`src/rtl/rtc_trim_pkg.sv`:
```
`timescale 1ns / 1ps
package rtc_trim_pkg;
    // What the corrector did with the prescaler event seen this cycle
    typedef enum logic [1:0] {
        ACT_IDLE  = 2'd0,
        ACT_PASS  = 2'd1,
        ACT_DROP  = 2'd2,
        ACT_EXTRA = 2'd3
    } trim_act_e;
endpackage

```
`src/rtl/rtc_trim_prescale.sv`:
```
`timescale 1ns / 1ps
module rtc_trim_prescale #(
    parameter int PRE_BITS = 8
) (
    input  logic clk,
    input  logic rst_n,
    input  logic osc_en,
    output logic full_o,
    output logic half_o
);
    localparam logic [PRE_BITS-1:0] HALF_VAL = PRE_BITS'((1 << (PRE_BITS - 1)) - 1);
    localparam logic [PRE_BITS-1:0] FULL_VAL = '1;

    typedef struct packed {
        logic [PRE_BITS-1:0] cnt;
    } pre_state_t;

    pre_state_t st_d, st_q;

    always_comb begin
        st_d   = st_q;
        full_o = osc_en && (st_q.cnt == FULL_VAL);
        half_o = osc_en && (st_q.cnt == HALF_VAL);
        if (osc_en) begin
            st_d.cnt = st_q.cnt + 1'b1;
        end
    end

    always_ff @(posedge clk or negedge rst_n) begin
        if (!rst_n) begin
            st_q <= '0;
        end else begin
            st_q <= st_d;
        end
    end


    idle_hold_chk: assert property (@(posedge clk) disable iff (!rst_n)
        !osc_en |=> $stable(st_q.cnt));

    step_one_chk: assert property (@(posedge clk) disable iff (!rst_n)
        osc_en |=> (st_q.cnt == PRE_BITS'($past(st_q.cnt) + 1'b1)));
endmodule

```
`src/rtl/rtc_trim_corrector.sv`:
```
`timescale 1ns / 1ps
module rtc_trim_corrector
    import rtc_trim_pkg::*;
(
    input  logic clk,
    input  logic rst_n,
    input  logic full_i,
    input  logic half_i,
    input  logic arm_i,
    input  logic neg_i,
    output logic pulse_o
);
    typedef struct packed {
        logic pend;
        logic extra;
    } corr_state_t;

    corr_state_t st_d, st_q;
    trim_act_e   act;

    always_comb begin
        st_d = st_q;
        act  = ACT_IDLE;
        if (full_i) begin
            if (st_q.pend && neg_i) begin
                act       = ACT_DROP;
                st_d.pend = 1'b0;
            end else begin
                act = ACT_PASS;
                if (st_q.pend) begin
                    st_d.pend  = 1'b0;
                    st_d.extra = 1'b1;
                end
            end
        end else if (half_i && st_q.extra) begin
            act        = ACT_EXTRA;
            st_d.extra = 1'b0;
        end
        if (arm_i) begin
            st_d.pend = 1'b1;
        end
        pulse_o = (act == ACT_PASS) || (act == ACT_EXTRA);
    end

    always_ff @(posedge clk or negedge rst_n) begin
        if (!rst_n) begin
            st_q <= '0;
        end else begin
            st_q <= st_d;
        end
    end


    drop_pulse_chk: assert property (@(posedge clk) disable iff (!rst_n)
        (st_q.pend && full_i && neg_i) |-> !pulse_o);

    split_arm_chk: assert property (@(posedge clk) disable iff (!rst_n)
        (st_q.pend && full_i && !neg_i && !arm_i) |=> (st_q.extra && !st_q.pend));
endmodule

```
`src/rtl/rtc_trim_postdiv.sv`:
```
`timescale 1ns / 1ps
module rtc_trim_postdiv #(
    parameter int POST_BITS = 7
) (
    input  logic clk,
    input  logic rst_n,
    input  logic pulse_i,
    output logic tick_o,
    output logic ftest_o
);
    localparam logic [POST_BITS-1:0] LAST_VAL = '1;

    typedef struct packed {
        logic [POST_BITS-1:0] cnt;
        logic                 tick;
        logic                 ftest;
    } post_state_t;

    post_state_t st_d, st_q;

    always_comb begin
        st_d       = st_q;
        st_d.ftest = pulse_i;
        st_d.tick  = pulse_i && (st_q.cnt == LAST_VAL);
        if (pulse_i) begin
            st_d.cnt = st_q.cnt + 1'b1;
        end
    end

    always_ff @(posedge clk or negedge rst_n) begin
        if (!rst_n) begin
            st_q <= '0;
        end else begin
            st_q <= st_d;
        end
    end

    assign tick_o  = st_q.tick;
    assign ftest_o = st_q.ftest;


    tick_on_pulse_chk: assert property (@(posedge clk) disable iff (!rst_n)
        tick_o |-> ftest_o);

    count_hold_chk: assert property (@(posedge clk) disable iff (!rst_n)
        !pulse_i |=> ($stable(st_q.cnt) && !ftest_o));
endmodule

```
`src/rtl/rtc_trim_window.sv`:
```
`timescale 1ns / 1ps
module rtc_trim_window #(
    parameter int MAG_W     = 5,
    parameter int SLOT_SECS = 120
) (
    input  logic             clk,
    input  logic             rst_n,
    input  logic             tick_i,
    input  logic [MAG_W-1:0] cal_mag_i,
    input  logic             cal_neg_i,
    output logic             arm_o,
    output logic             neg_o
);
    localparam int                SEC_W    = (SLOT_SECS > 1) ? $clog2(SLOT_SECS) : 1;
    localparam logic [SEC_W-1:0]  SEC_LAST = SEC_W'(SLOT_SECS - 1);
    localparam logic [MAG_W-1:0]  SLOT_LAST = '1;

    typedef struct packed {
        logic [SEC_W-1:0] sec;
        logic [MAG_W-1:0] slot;
        logic [MAG_W-1:0] mag;
        logic             neg;
    } win_state_t;

    win_state_t st_d, st_q;

    always_comb begin
        st_d  = st_q;
        arm_o = 1'b0;
        if (tick_i) begin
            if (st_q.sec == SEC_LAST) begin
                st_d.sec  = '0;
                st_d.slot = st_q.slot + 1'b1;
                if (st_q.slot == SLOT_LAST) begin
                    st_d.mag = cal_mag_i;
                    st_d.neg = cal_neg_i;
                end
                arm_o = (st_d.slot < st_d.mag);
            end else begin
                st_d.sec = st_q.sec + 1'b1;
            end
        end
    end

    always_ff @(posedge clk or negedge rst_n) begin
        if (!rst_n) begin
            st_q <= '0;
        end else begin
            st_q <= st_d;
        end
    end

    assign neg_o = st_q.neg;


    slot_on_tick_chk: assert property (@(posedge clk) disable iff (!rst_n)
        !tick_i |=> $stable(st_q.slot));

    code_hold_chk: assert property (@(posedge clk) disable iff (!rst_n)
        (st_q.slot != '0) |-> ($stable(st_q.mag) && $stable(st_q.neg)));

    arm_range_chk: assert property (@(posedge clk) disable iff (!rst_n)
        arm_o |=> (st_q.slot < st_q.mag));
endmodule

```
`src/rtl/rtc_trim_divider.sv`:
```
`timescale 1ns / 1ps
module rtc_trim_divider #(
    parameter int PRE_BITS  = 8,
    parameter int POST_BITS = 7,
    parameter int MAG_W     = 5,
    parameter int SLOT_SECS = 120
) (
    input  logic             clk,
    input  logic             rst_n,
    input  logic             osc_en,
    input  logic [MAG_W-1:0] cal_mag,
    input  logic             cal_neg,
    output logic             tick_1hz,
    output logic             ftest
);
    logic full_w;
    logic half_w;
    logic arm_w;
    logic neg_w;
    logic pulse_w;

    rtc_trim_prescale #(.PRE_BITS(PRE_BITS)) u_pre (
        .clk    (clk),
        .rst_n  (rst_n),
        .osc_en (osc_en),
        .full_o (full_w),
        .half_o (half_w)
    );

    rtc_trim_corrector u_corr (
        .clk     (clk),
        .rst_n   (rst_n),
        .full_i  (full_w),
        .half_i  (half_w),
        .arm_i   (arm_w),
        .neg_i   (neg_w),
        .pulse_o (pulse_w)
    );

    rtc_trim_postdiv #(.POST_BITS(POST_BITS)) u_post (
        .clk     (clk),
        .rst_n   (rst_n),
        .pulse_i (pulse_w),
        .tick_o  (tick_1hz),
        .ftest_o (ftest)
    );

    rtc_trim_window #(.MAG_W(MAG_W), .SLOT_SECS(SLOT_SECS)) u_win (
        .clk       (clk),
        .rst_n     (rst_n),
        .tick_i    (tick_1hz),
        .cal_mag_i (cal_mag),
        .cal_neg_i (cal_neg),
        .arm_o     (arm_w),
        .neg_o     (neg_w)
    );


    reset_quiet_chk: assert property (@(posedge clk) disable iff (!rst_n)
        $rose(rst_n) |-> (!tick_1hz && !ftest));
endmodule

```
`config.mk`:
```
export PLATFORM = sky130hd
export DESIGN_NAME = rtc_trim_divider
export DESIGN_NICKNAME = d
export VERILOG_FILES = /design/src/rtl/rtc_trim_pkg.sv /design/src/rtl/rtc_trim_prescale.sv /design/src/rtl/rtc_trim_corrector.sv /design/src/rtl/rtc_trim_postdiv.sv /design/src/rtl/rtc_trim_window.sv /design/src/rtl/rtc_trim_divider.sv
export SDC_FILE = /design/constraint.sdc
export NUM_CORES = 1
export LEC_CHECK = 0
export BUFFER_PORTS_ARGS = -buffer_cell sky130_fd_sc_hd__buf_4
export CORE_ASPECT_RATIO = 0.75
export CORE_MARGIN = 1
export CORE_UTILIZATION = 53
export DETAILED_ROUTE_END_ITERATION = 8
export GPL_ROUTABILITY_DRIVEN = 0
export MAX_ROUTING_LAYER = met4
export PLACE_DENSITY_LB_ADDON = 0.05
export SYNTH_ARGS = -nofsm -noshare
export SYNTH_HDL_FRONTEND = slang
export SYNTH_SLANG_ARGS = --single-unit
```
`constraint.sdc`:
```
create_clock -name clk -period 2.3 [get_ports clk]
set_input_delay 0.115 -clock clk [delete_from_list [all_inputs] [get_ports clk]]
set_output_delay 0.115 -clock clk [all_outputs]
set_load 0.05 [all_outputs]
```
* Word-level counts from Yosys, hierarchy flattened
Cells that the tools add are included.
Widths: inputs -> output; s select.
** Operators by class
- Add/sub/neg operators :: 4
- Order comparisons :: 1
- Equality and inequality tests :: 10
- Multiplexer cells :: 15
- Reduce and logical (&&, ||, !) cells :: 11
** Operators by type and width (number)
- $mux 6 :: 3
- $add 7x1->7 const B :: 2
- $eq 7x7->1 const B :: 2
- $add 8x1->8 const B :: 1
- $eq 8x7->1 const B :: 1
- $eq 8x8->1 const B :: 1
- $mux 1 :: 8
- $mux 7 :: 1
- $mux 2 :: 3
- $reduce_and 3->1 :: 2
- $add 5x1->5 const B :: 1
- $eq 5x5->1 const B :: 1
- $logic_and 1x1->1 :: 5
- $lt 5x5->1 :: 1
- $reduce_bool 2->1 :: 2
- $ne 3x3->1 const B :: 1
- $eq 2x1->1 const B :: 1
- $eq 2x2->1 const B :: 1
- $ne 2x1->1 const B :: 1
- $ne 2x2->1 const B :: 1
- $reduce_and 2->1 :: 1
- $logic_or 1x1->1 :: 1
** Word-level totals
- Bits in registers :: 37
- Input port bits :: 9
- Output and inout port bits :: 2
- Word-level logic and storage cells :: 51

* Depth between registers and ports, before layout
Gate-level depths: netlist of run 1.
- Depth after elaboration :: 8
- Depth in mapped cells :: 9
- Gate-level depth less buffers :: 8

* Hierarchy
From an unflattened synthesis of run 1, not the netlist that was laid out.
** Unflattened totals
- Cell total of the unflattened synthesis :: 158
- Area, all modules :: 1901.8 µm²
** By module, submodules not included
- rtc_trim_window :: times used 1, cells an instance 93, area each 1084.8 µm², seq. area each 450.4 µm²
- rtc_trim_prescale :: times used 1, cells an instance 30, area each 361.6 µm², seq. area each 200.2 µm²
- rtc_trim_postdiv :: times used 1, cells an instance 26, area each 354.1 µm², seq. area each 225.2 µm²
- rtc_trim_corrector :: times used 1, cells an instance 9, area each 101.3 µm², seq. area each 50.0 µm²

* Least setup slack after synthesis of run 1
No wires, ideal clock.
- Path kind :: reg-to-reg
- From :: register u_win.st_q[6] (netlist bit)
- To :: register u_corr.st_q[1] (netlist bit)
- Setup time :: 0.122 ns
- Arrival time :: 2.095 ns
- Required time :: 2.178 ns
- Path slack :: 0.084 ns
- Stages on the path, launching flop included :: 10
- Path buffers :: 1
- Clock period less this slack :: 2.216 ns
- Cell sequence :: dfrtp_1 ha_1 and3_1 ha_1 clkbuf_1 mux2i_1 ha_1 a21boi_0 o2111ai_1 a32o_1
** Between the ends
- Cells in the longest elaborated chain, start to end :: 8
- Elaborated cells on any way between the ends :: 10
- Classes of those cells :: 1 x add/sub; 1 x order compare; 1 x eq/ne; 6 x mux; 1 x reduce/logical
** RTL lines
- from (decl) :: line rtc_trim_window.sv:25 : win_state_t st_d, st_q;
- from (signal assigned) :: line rtc_trim_window.sv:49 : st_q <= st_d;
- $eq 5x5->1 :: line rtc_trim_window.sv:34 : if (st_q.slot == SLOT_LAST) begin
- $mux 6 :: line rtc_trim_window.sv:34
- $mux 6 :: line rtc_trim_window.sv:31 : if (st_q.sec == SEC_LAST) begin
- $mux 6 :: line rtc_trim_window.sv:30 : if (tick_i) begin
- $lt 5x5->1 * :: line rtc_trim_window.sv:38 : arm_o = (st_d.slot < st_d.mag);
- $mux 1 * :: line rtc_trim_window.sv:31
- $mux 1 * :: line rtc_trim_window.sv:30
- $mux 1 / $reduce_bool 2->1 (equally long branches)
- to (signal assigned) :: line rtc_trim_corrector.sv:49 : st_q <= st_d;
- to (decl) :: line rtc_trim_corrector.sv:18 : corr_state_t st_d, st_q;
Every way passes the cells marked *; elsewhere a longest branch is shown, timed or not. The select of a mux whose other input is x is not followed.
A chain may end at the register's enable or synchronous reset.

* Final worst setup path of run 1
- From :: register u_win.st_q[7] (netlist bit)
- To :: register u_corr.st_q[1] (netlist bit)
The elaborated chain is that of the path after synthesis.

==> results.cfg, run 1 <==
[run_status]
outcome = finished, final reports clean

[worst_setup_path]
startpoint = u_win.st_q[7]$_DFFE_PN0P_
worst-path-buf-inv = 0
crit_top_cell = ha_1
r2r_end = u_corr.st_q[1]$_DFFE_PN0P_
cp_data_arrival_time_ns = 2.35
timing.rr.start = u_win.st_q[7]$_DFFE_PN0P_
worstPathRequired_ns = 2.48
slowest_delay_ns = 0.40
crit_family = adder cells
crit_type = reg -> reg
cp-start-kind = flop
crit_path_top_delay_cell = dfrtp_1
worst_r2r_path_depth = 8
path_max_fanout = 6
cp_cell_sequence = ha_1 -> and3_1 -> ha_2 -> mux2i_1 -> ha_1 -> a21boi_0 -> o2111ai_1 -> a32o_1
rrSetupSlack_ns = 0.12
worst_setup_path_end_kind = flop

[floorplanning]
rows = 17
die_w_um = 68.2
fp.dieH_um = 51.7
start_util_pct = 57.3
io_pins = 11
die_area_um2 = 3520
core_um2 = 3040

[min_path]
whs_path_depth = 2
min_path_type = in -> reg
hold_path_end = u_win.neg_o$_DFFE_PN0P_
hold_start = cal_neg

[power]
swShare_pct = 25.6
pwr-share-comb_pct = 10.0
clockPowerShare_pct = 32.9
p_seq_share_pct = 57.1
p_leak_nw = 0.925
p_int_mw = 1.02
power_density_nw_per_um2 = 696
p_switching_uw = 351
peakVddDrop_mv = 0.347

[final_layout]
nets = 180
area_growth_pct = 13.4
final_common_cell = dfrtp_1
layout-drive-gt1-share_pct = 19.1
num_antenna_cells = 0
layout.cells.non_filler = 200
fin_area_um2 = 1980
final_cell_mix = dfrtp_1, xnor2_1, nor2_1

[global_routing]
grt_pass1_vias = 1127
grt_max_degree = 38
grt_use_total_pct = 20.0
grt_pass1_wl_um = 4870
antenna_found_initial = 0
grt_overflow = 0

[place]
numPortBuffers = 10
place_inst = 192
place_area_um2 = 1880
dp_hpwl_um = 2080
dp_slack_ns = 0.0474

[drt]
drc_errors = 0
dr.pass1.iters = 4
drt-initial-drc-count = 45
totalWireLength_um = 2880
num_vias = 1098
wl_per_cell_um = 14.4
via_per_inst = 5.49
antenna_left = 0

[yosys]
synth_edf_count = 0
synth_cells = 143
synth_xor_area_share_pct = 11.1
synth_area_leader_cell = dfrtp_1
synth_compound_area_share_pct = 5.46
synth_seq_area_share_pct = 53.1
netlist_area_um2 = 1740
syn_nets = 161
synth-seq-cells = 37
ys_top_cells_by_area = dfrtp_1, xnor2_1, ha_1
yosysTopAreaCellShare_pct = 53.1
async_flop_share_pct = 100
synthDistinctLibCells = 31
synth-simple-area-share_pct = 15.1
ys.flop_type = dfrtp_1
postSynthAreaPerCell_um2 = 12.2
synth_top_family_by_area = simple AND/OR/NAND/NOR gates
synth_fa_ha_area_share_pct = 6.46
synth_mux_area_share_pct = 7.47
yosys_warnings = 0

[clock_tree]
clk_pin_slew_worst_paths_ns = 0.07
cts_made_buffers = 5
cts_setup_buffers = 0
clockBufferDepth = 2
htree_levels = 2
cts_root_buf = clkbuf_8
clkLatencyLatePin_ns = 0.29
clkSinkCount = 37
cts_tree = built

[sta]
max_freq_ghz = 0.459
drv_slew = 0
fin_crit_ns = 2.18
relSlewSlack_pct = 64.9
setup_tns_ns = 0
period_share_pct = 94.7
hold_violations = 0
fin_skew_ns = 0.00399
setup_viol = 0
tightest_slew_ns = 0.522
fin_ws_ns = 0.123

[job]
maxCapViolCount = 0
## logic make-up (layout without fill, tap and decap cells)
logic type	count (synthesis)	after routing
buffers and inverters	5	24
flip-flops	37	37
AND/OR/NAND/NOR	44	44
AO/OA/AOI/OAI	14	14
XOR/XNOR	22	22
multiplexers	12	12
adder cells (fa/ha/maj)	9	9
## layer usage
layer  share of wire [%]  GRT usage [%]  vias to the layer above
met5                   0              -                        -
met4                0.59           6.25                        0
met3                 3.4           6.58                        2
met2                  48           31.9                       12
met1                  48           24.1                      540
li1                    -              -                      544
## worst reg2reg max path, delay by kind of cell, from the launching register on
family,cells,cell delay (ns)
AND/OR/NAND/NOR,1,0.20
multiplexers,1,0.16
adder cells (fa/ha/maj),3,0.73
AO/OA/AOI/OAI,3,0.58
flip-flops,1,0.40
## timing repair
action / CTS / global route
resized for setup: 0 / 1
endpoints found under the hold margin: 37 / 0
setup endpoints to repair: 0 / 1
hold buffers: 1 / 0
## cell usage after synthesis (2+ instances only)
cell / n
dfrtp_1: 37
nand3_2: 2
o21ai_0: 2
nand3_1: 2
nand4_1: 8
and3_1: 3
mux2_2: 5
nand2_1: 8
xor2_1: 8
nor2_1: 14
nor4_4: 2
inv_1: 3
a21oi_1: 5
ha_1: 9
xnor2_1: 14
mux2i_1: 4
mux2_1: 3
## cell type report
type                            count  area (um^2)
Timing Repair Buffer               14          108
Fill cell                         242         1070
Sequential cell                    37          926
Clock buffer                        7         86.3
Tap cell                           38         47.5
Multi-Input combinational cell    101          797
Inverter                            3         11.3
## flip-flops by register name, summed over array words and instances, names as in the netlist
signal and flops:
u_post.tick_o 1, u_win.neg_o 1, u_win.st_q 17, u_corr.st_q 2, u_post.ftest_o 1, u_pre.st_q 8
u_post.st_q 7
## stage by stage
| step | power (mW) | util, % | hold slack (ns) |
|---|---|---|---|
| 3_5_place_dp | 0.936 | 61.7 | 0.102 |
| 5_1_grt | 1.44 | 65.0 | 0.0421 |
| 4_1_cts | 1.39 | 64.9 | 0.0331 |
| 2_1_floorplan | 0.877 | - | -0.181 |
| 3_3_place_gp | 0.919 | 61.7 | 0.0961 |
| 6_report | 1.37 | 65.0 | 0.0387 |
## worst max path at each step
| stage | end | cells past startpoint |
|---|---|---|
| finish | u_corr.st_q[1]$_DFFE_PN0P_ | 8 |
| global route | u_corr.st_q[1]$_DFFE_PN0P_ | 8 |
| CTS | u_corr.st_q[1]$_DFFE_PN0P_ | 8 |
| detailed placement | u_corr.st_q[1]$_DFFE_PN0P_ | 8 |
| global placement | u_corr.st_q[1]$_DFFE_PN0P_ | 8 |
| floorplan | u_corr.st_q[1]$_DFFE_PN0P_ | 9 |
## power by group through the flow
| stage | registers [mW] | logic [mW] | clock network, mW |
|---|---|---|---|
| final | 0.785 | 0.137 | 0.452 |
| after global routing | 0.792 | 0.154 | 0.496 |
| after CTS | 0.786 | 0.140 | 0.467 |
| after detailed placement | 0.798 | 0.139 | 0 |
| after global placement | 0.791 | 0.128 | 0 |
| after floorplan | 0.781 | 0.0958 | 0 |
Power figures use the tool's default switching activity.
==> run 2, diff against run 1 <==
--- a/config.mk
+++ b/config.mk
@@ -5,10 +5,11 @@
 export SDC_FILE = /design/constraint.sdc
 export NUM_CORES = 1
 export LEC_CHECK = 0
+export ABC_AREA = 1
 export BUFFER_PORTS_ARGS = -buffer_cell sky130_fd_sc_hd__buf_4
 export CORE_ASPECT_RATIO = 0.75
 export CORE_MARGIN = 1
-export CORE_UTILIZATION = 53
+export CORE_UTILIZATION = 27
 export DETAILED_ROUTE_END_ITERATION = 8
 export GPL_ROUTABILITY_DRIVEN = 0
 export MAX_ROUTING_LAYER = met4
==> run 2 against run 1 <==
Effect of this change:
- core utilization decreased by 32 points
- via count up 34%
- area after synthesis is 16% higher
- combinational power rose by 64%
- clock-buffer cell count is 2 lower
- worst hold slack better by 0.068 ns
- synthesized cell count is 73% higher
- register-to-register slack better by 0.11 ns
- worst setup slack improved by 0.11 ns
- critical path type unchanged
- largest cell class is now multi-input gates
- wire length up 36%
- global-route usage shrank 8.3 points
- cell area grew 17%
==> results.cfg, run 2 <==
[final_layout]
layout-drive-gt1-share_pct = 14.3
final_common_cell = nand2_1
layout.cells.non_filler = 364
num_antenna_cells = 0
reg_top3 = u_win.st_q (17), u_pre.st_q (8), u_post.st_q (7)
fin_util_pct = 32.9
largest_reg_flops = 17
final_cell_mix = nand2_1, dfrtp_1, inv_1
fill_cells = 752
area_growth_pct = 14.6
largest-register = u_win.st_q
nets = 283

[sta]
hold_violations = 0
relSlewSlack_pct = 66.5
fin_crit_ns = 2.07
tightest_slew_ns = 0.502
setup_tns_ns = 0
max_freq_ghz = 0.484
whs_ns = 0.107
fin_skew_ns = 0.00700
period_share_pct = 89.8
drv_slew = 0
grt_setup_unrepaired = no
setup_viol = 0

[worst_setup_path]
crit_top_cell = nand2_1
worst_r2r_path_depth = 15
worstPathRequired_ns = 2.53
cp_cell_sequence = ha_1 -> nand2_1 -> nor2_1 -> ha_2 -> inv_2 -> nand2_1 -> nand2_1 -> inv_1 -> ha_1 -> nand2_1 -> inv_1 -> and3_1 -> nor2_1 -> nand3_1 -> nand2_1
timing.rr.start = u_win.st_q[6]$_DFFE_PN0P_
worst-path-buf-inv = 3
crit_path_top_delay_cell = dfrtp_1
crit_type = reg -> reg
r2r_end = u_corr.st_q[1]$_DFFE_PN0P_
crit_family = adder cells
worst_setup_path_end_kind = flop
cp-start-kind = flop
slowest_delay_ns = 0.41
cp_data_arrival_time_ns = 2.30
rrSetupSlack_ns = 0.23
path_max_fanout = 5

[floorplanning]
io_pins = 11
start_util_pct = 28.7
rows = 26
die_area_um2 = 7830
die_w_um = 102
core_um2 = 7030
fp.dieH_um = 76.9

[drt]
drc_errors = 0
drt-initial-drc-count = 46
dr.pass1.iters = 4
wl_per_cell_um = 10.7
totalWireLength_um = 3910
antenna_left = 0
num_vias = 1474
via_per_inst = 4.05

[yosys]
synthTopCellsByCount = nand2_1, dfrtp_1, inv_1, nand3_1, nor2_1
synth_most_common_cell = nand2_1
ys_top_cells_by_area = dfrtp_1, nand2_1, ha_1
yosys_warnings = 0
synth_edf_count = 0
postSynthAreaPerCell_um2 = 8.14
ys.flop_type = dfrtp_1
synth_cells = 248
synth-seq-cells = 37
syn_nets = 266
async_flop_share_pct = 100
yosysTopAreaCellShare_pct = 45.9
synth_seq_area_share_pct = 45.9
netlist_area_um2 = 2020
synth_area_leader_cell = dfrtp_1
synthDistinctLibCells = 32

[run_status]
outcome = finished, final reports clean

[min_path]
min_path_type = in -> reg
hold_path_end = u_win.neg_o$_DFFE_PN0P_
whs_path_depth = 3
hold_start = cal_neg

[global_routing]
grt_overflow = 0
use_met2_pct = 15.8
grt.busiest_layer = met1
grt_util_met3_pct = 3.28
grt_use_total_pct = 11.8
grt_pass1_vias = 1414
antenna_found_initial = 0
grt_max_degree = 38
grt_pass1_wl_um = 6840
grt_use_met1_pct = 16.8

[power]
power_density_nw_per_um2 = 643
peakVddDrop_mv = 0.222
p_leak_nw = 1.26

[clock_tree]
clk_pin_slew_worst_paths_ns = 0.08
clockBufferDepth = 2
clkLatencyLatePin_ns = 0.29
cts_root_buf = clkbuf_8
htree_levels = 2
clkSinkCount = 37
cts_tree = built
cts_made_buffers = 5

[place]
place_inst = 354
numPortBuffers = 10
dp_hpwl_um = 2710

[job]
maxCapViolCount = 0
==> run 2: metrics by stage <==
step	worst slack [ns]	power [mW]	area (um^2)
3_5_place_dp	0.107	1.04	2210
5_1_grt	0.0364	1.58	2310
6_report	0.234	1.49	2310
3_3_place_gp	0.202	1.04	2210
4_1_cts	0.0829	1.52	2300
2_1_floorplan	0.195	0.972	2020
==> run 2: per-layer routing <==
layer  part of all wire [%]  wire length, um  vias up
li1                       -                -      807
met1                     56             2180      646
met2                     40             1560       16
met3                    3.1              123        5
met4                    1.2               48        0
met5                      0                0        -
==> run 2: power breakdown <==
group / switching, mW / internal [mW] / leakage, nW / total [mW]
sequential: 0.0800 / 0.719 / 0.462 / 0.799
combinational: 0.136 / 0.0887 / 0.753 / 0.225
clock: 0.254 / 0.210 / 0.0439 / 0.463
==> run 2: logic make-up (layout without fill, tap and decap cells) <==
family / count (synthesis) / count (layout) / synth area share [%]
xor+xnor: 12 / 12 / 5.58
simple gates: 137 / 137 / 31.6
flops: 37 / 37 / 45.9
buf+inv: 36 / 54 / 6.94
compound gates: 17 / 17 / 4.46
fa+ha+maj: 9 / 9 / 5.58
==> run 2: timing repair <==
item,4_1_cts,5_1_grt
hold endpoints to repair,37,0
setup buffers,0,1
hold buffers,1,0
gates resized for setup,0,3
endpoints found under the setup margin,0,1
==> run 2: how the worst max path moves through the flow <==
stage                              start                          to  slack (ns)  cells after the start
2_1_floorplan  u_win.st_q[6]$_DFFE_PN0P_  u_corr.st_q[1]$_DFFE_PN0P_        0.20                     16
3_3_place_gp   u_win.st_q[6]$_DFFE_PN0P_  u_corr.st_q[1]$_DFFE_PN0P_        0.20                     15
3_5_place_dp   u_win.st_q[6]$_DFFE_PN0P_  u_corr.st_q[1]$_DFFE_PN0P_        0.11                     15
4_1_cts        u_win.st_q[6]$_DFFE_PN0P_  u_corr.st_q[1]$_DFFE_PN0P_        0.08                     13
5_1_grt        u_win.st_q[6]$_DFFE_PN0P_  u_corr.st_q[1]$_DFFE_PN0P_        0.04                     15
6_report       u_win.st_q[6]$_DFFE_PN0P_  u_corr.st_q[1]$_DFFE_PN0P_        0.23                     15
==> run 2: area by class of cell <==
type                            count  area [um^2]  share of cell area (%)
Clock buffer                        5         68.8                    2.97
Clock inverter                      3         17.5                   0.757
Inverter                           33          124                    5.35
Multi-Input combinational cell    175          955                    41.3
Sequential cell                    37          926                    40.0
Tap cell                           98          123                    5.30
Timing Repair Buffer               13          100                    4.33
==> run 2: worst register-to-register path: stages, from the launching register on <==
cell and delay, ns:
dfrtp_1 0.41, ha_1 0.23, nand2_1 0.07, nor2_1 0.04, ha_2 0.20, inv_2 0.10
nand2_1 0.05, nand2_1 0.05, inv_1 0.05, ha_1 0.30, nand2_1 0.09, inv_1 0.05
and3_1 0.13, nor2_1 0.09, nand3_1 0.09, nand2_1 0.06
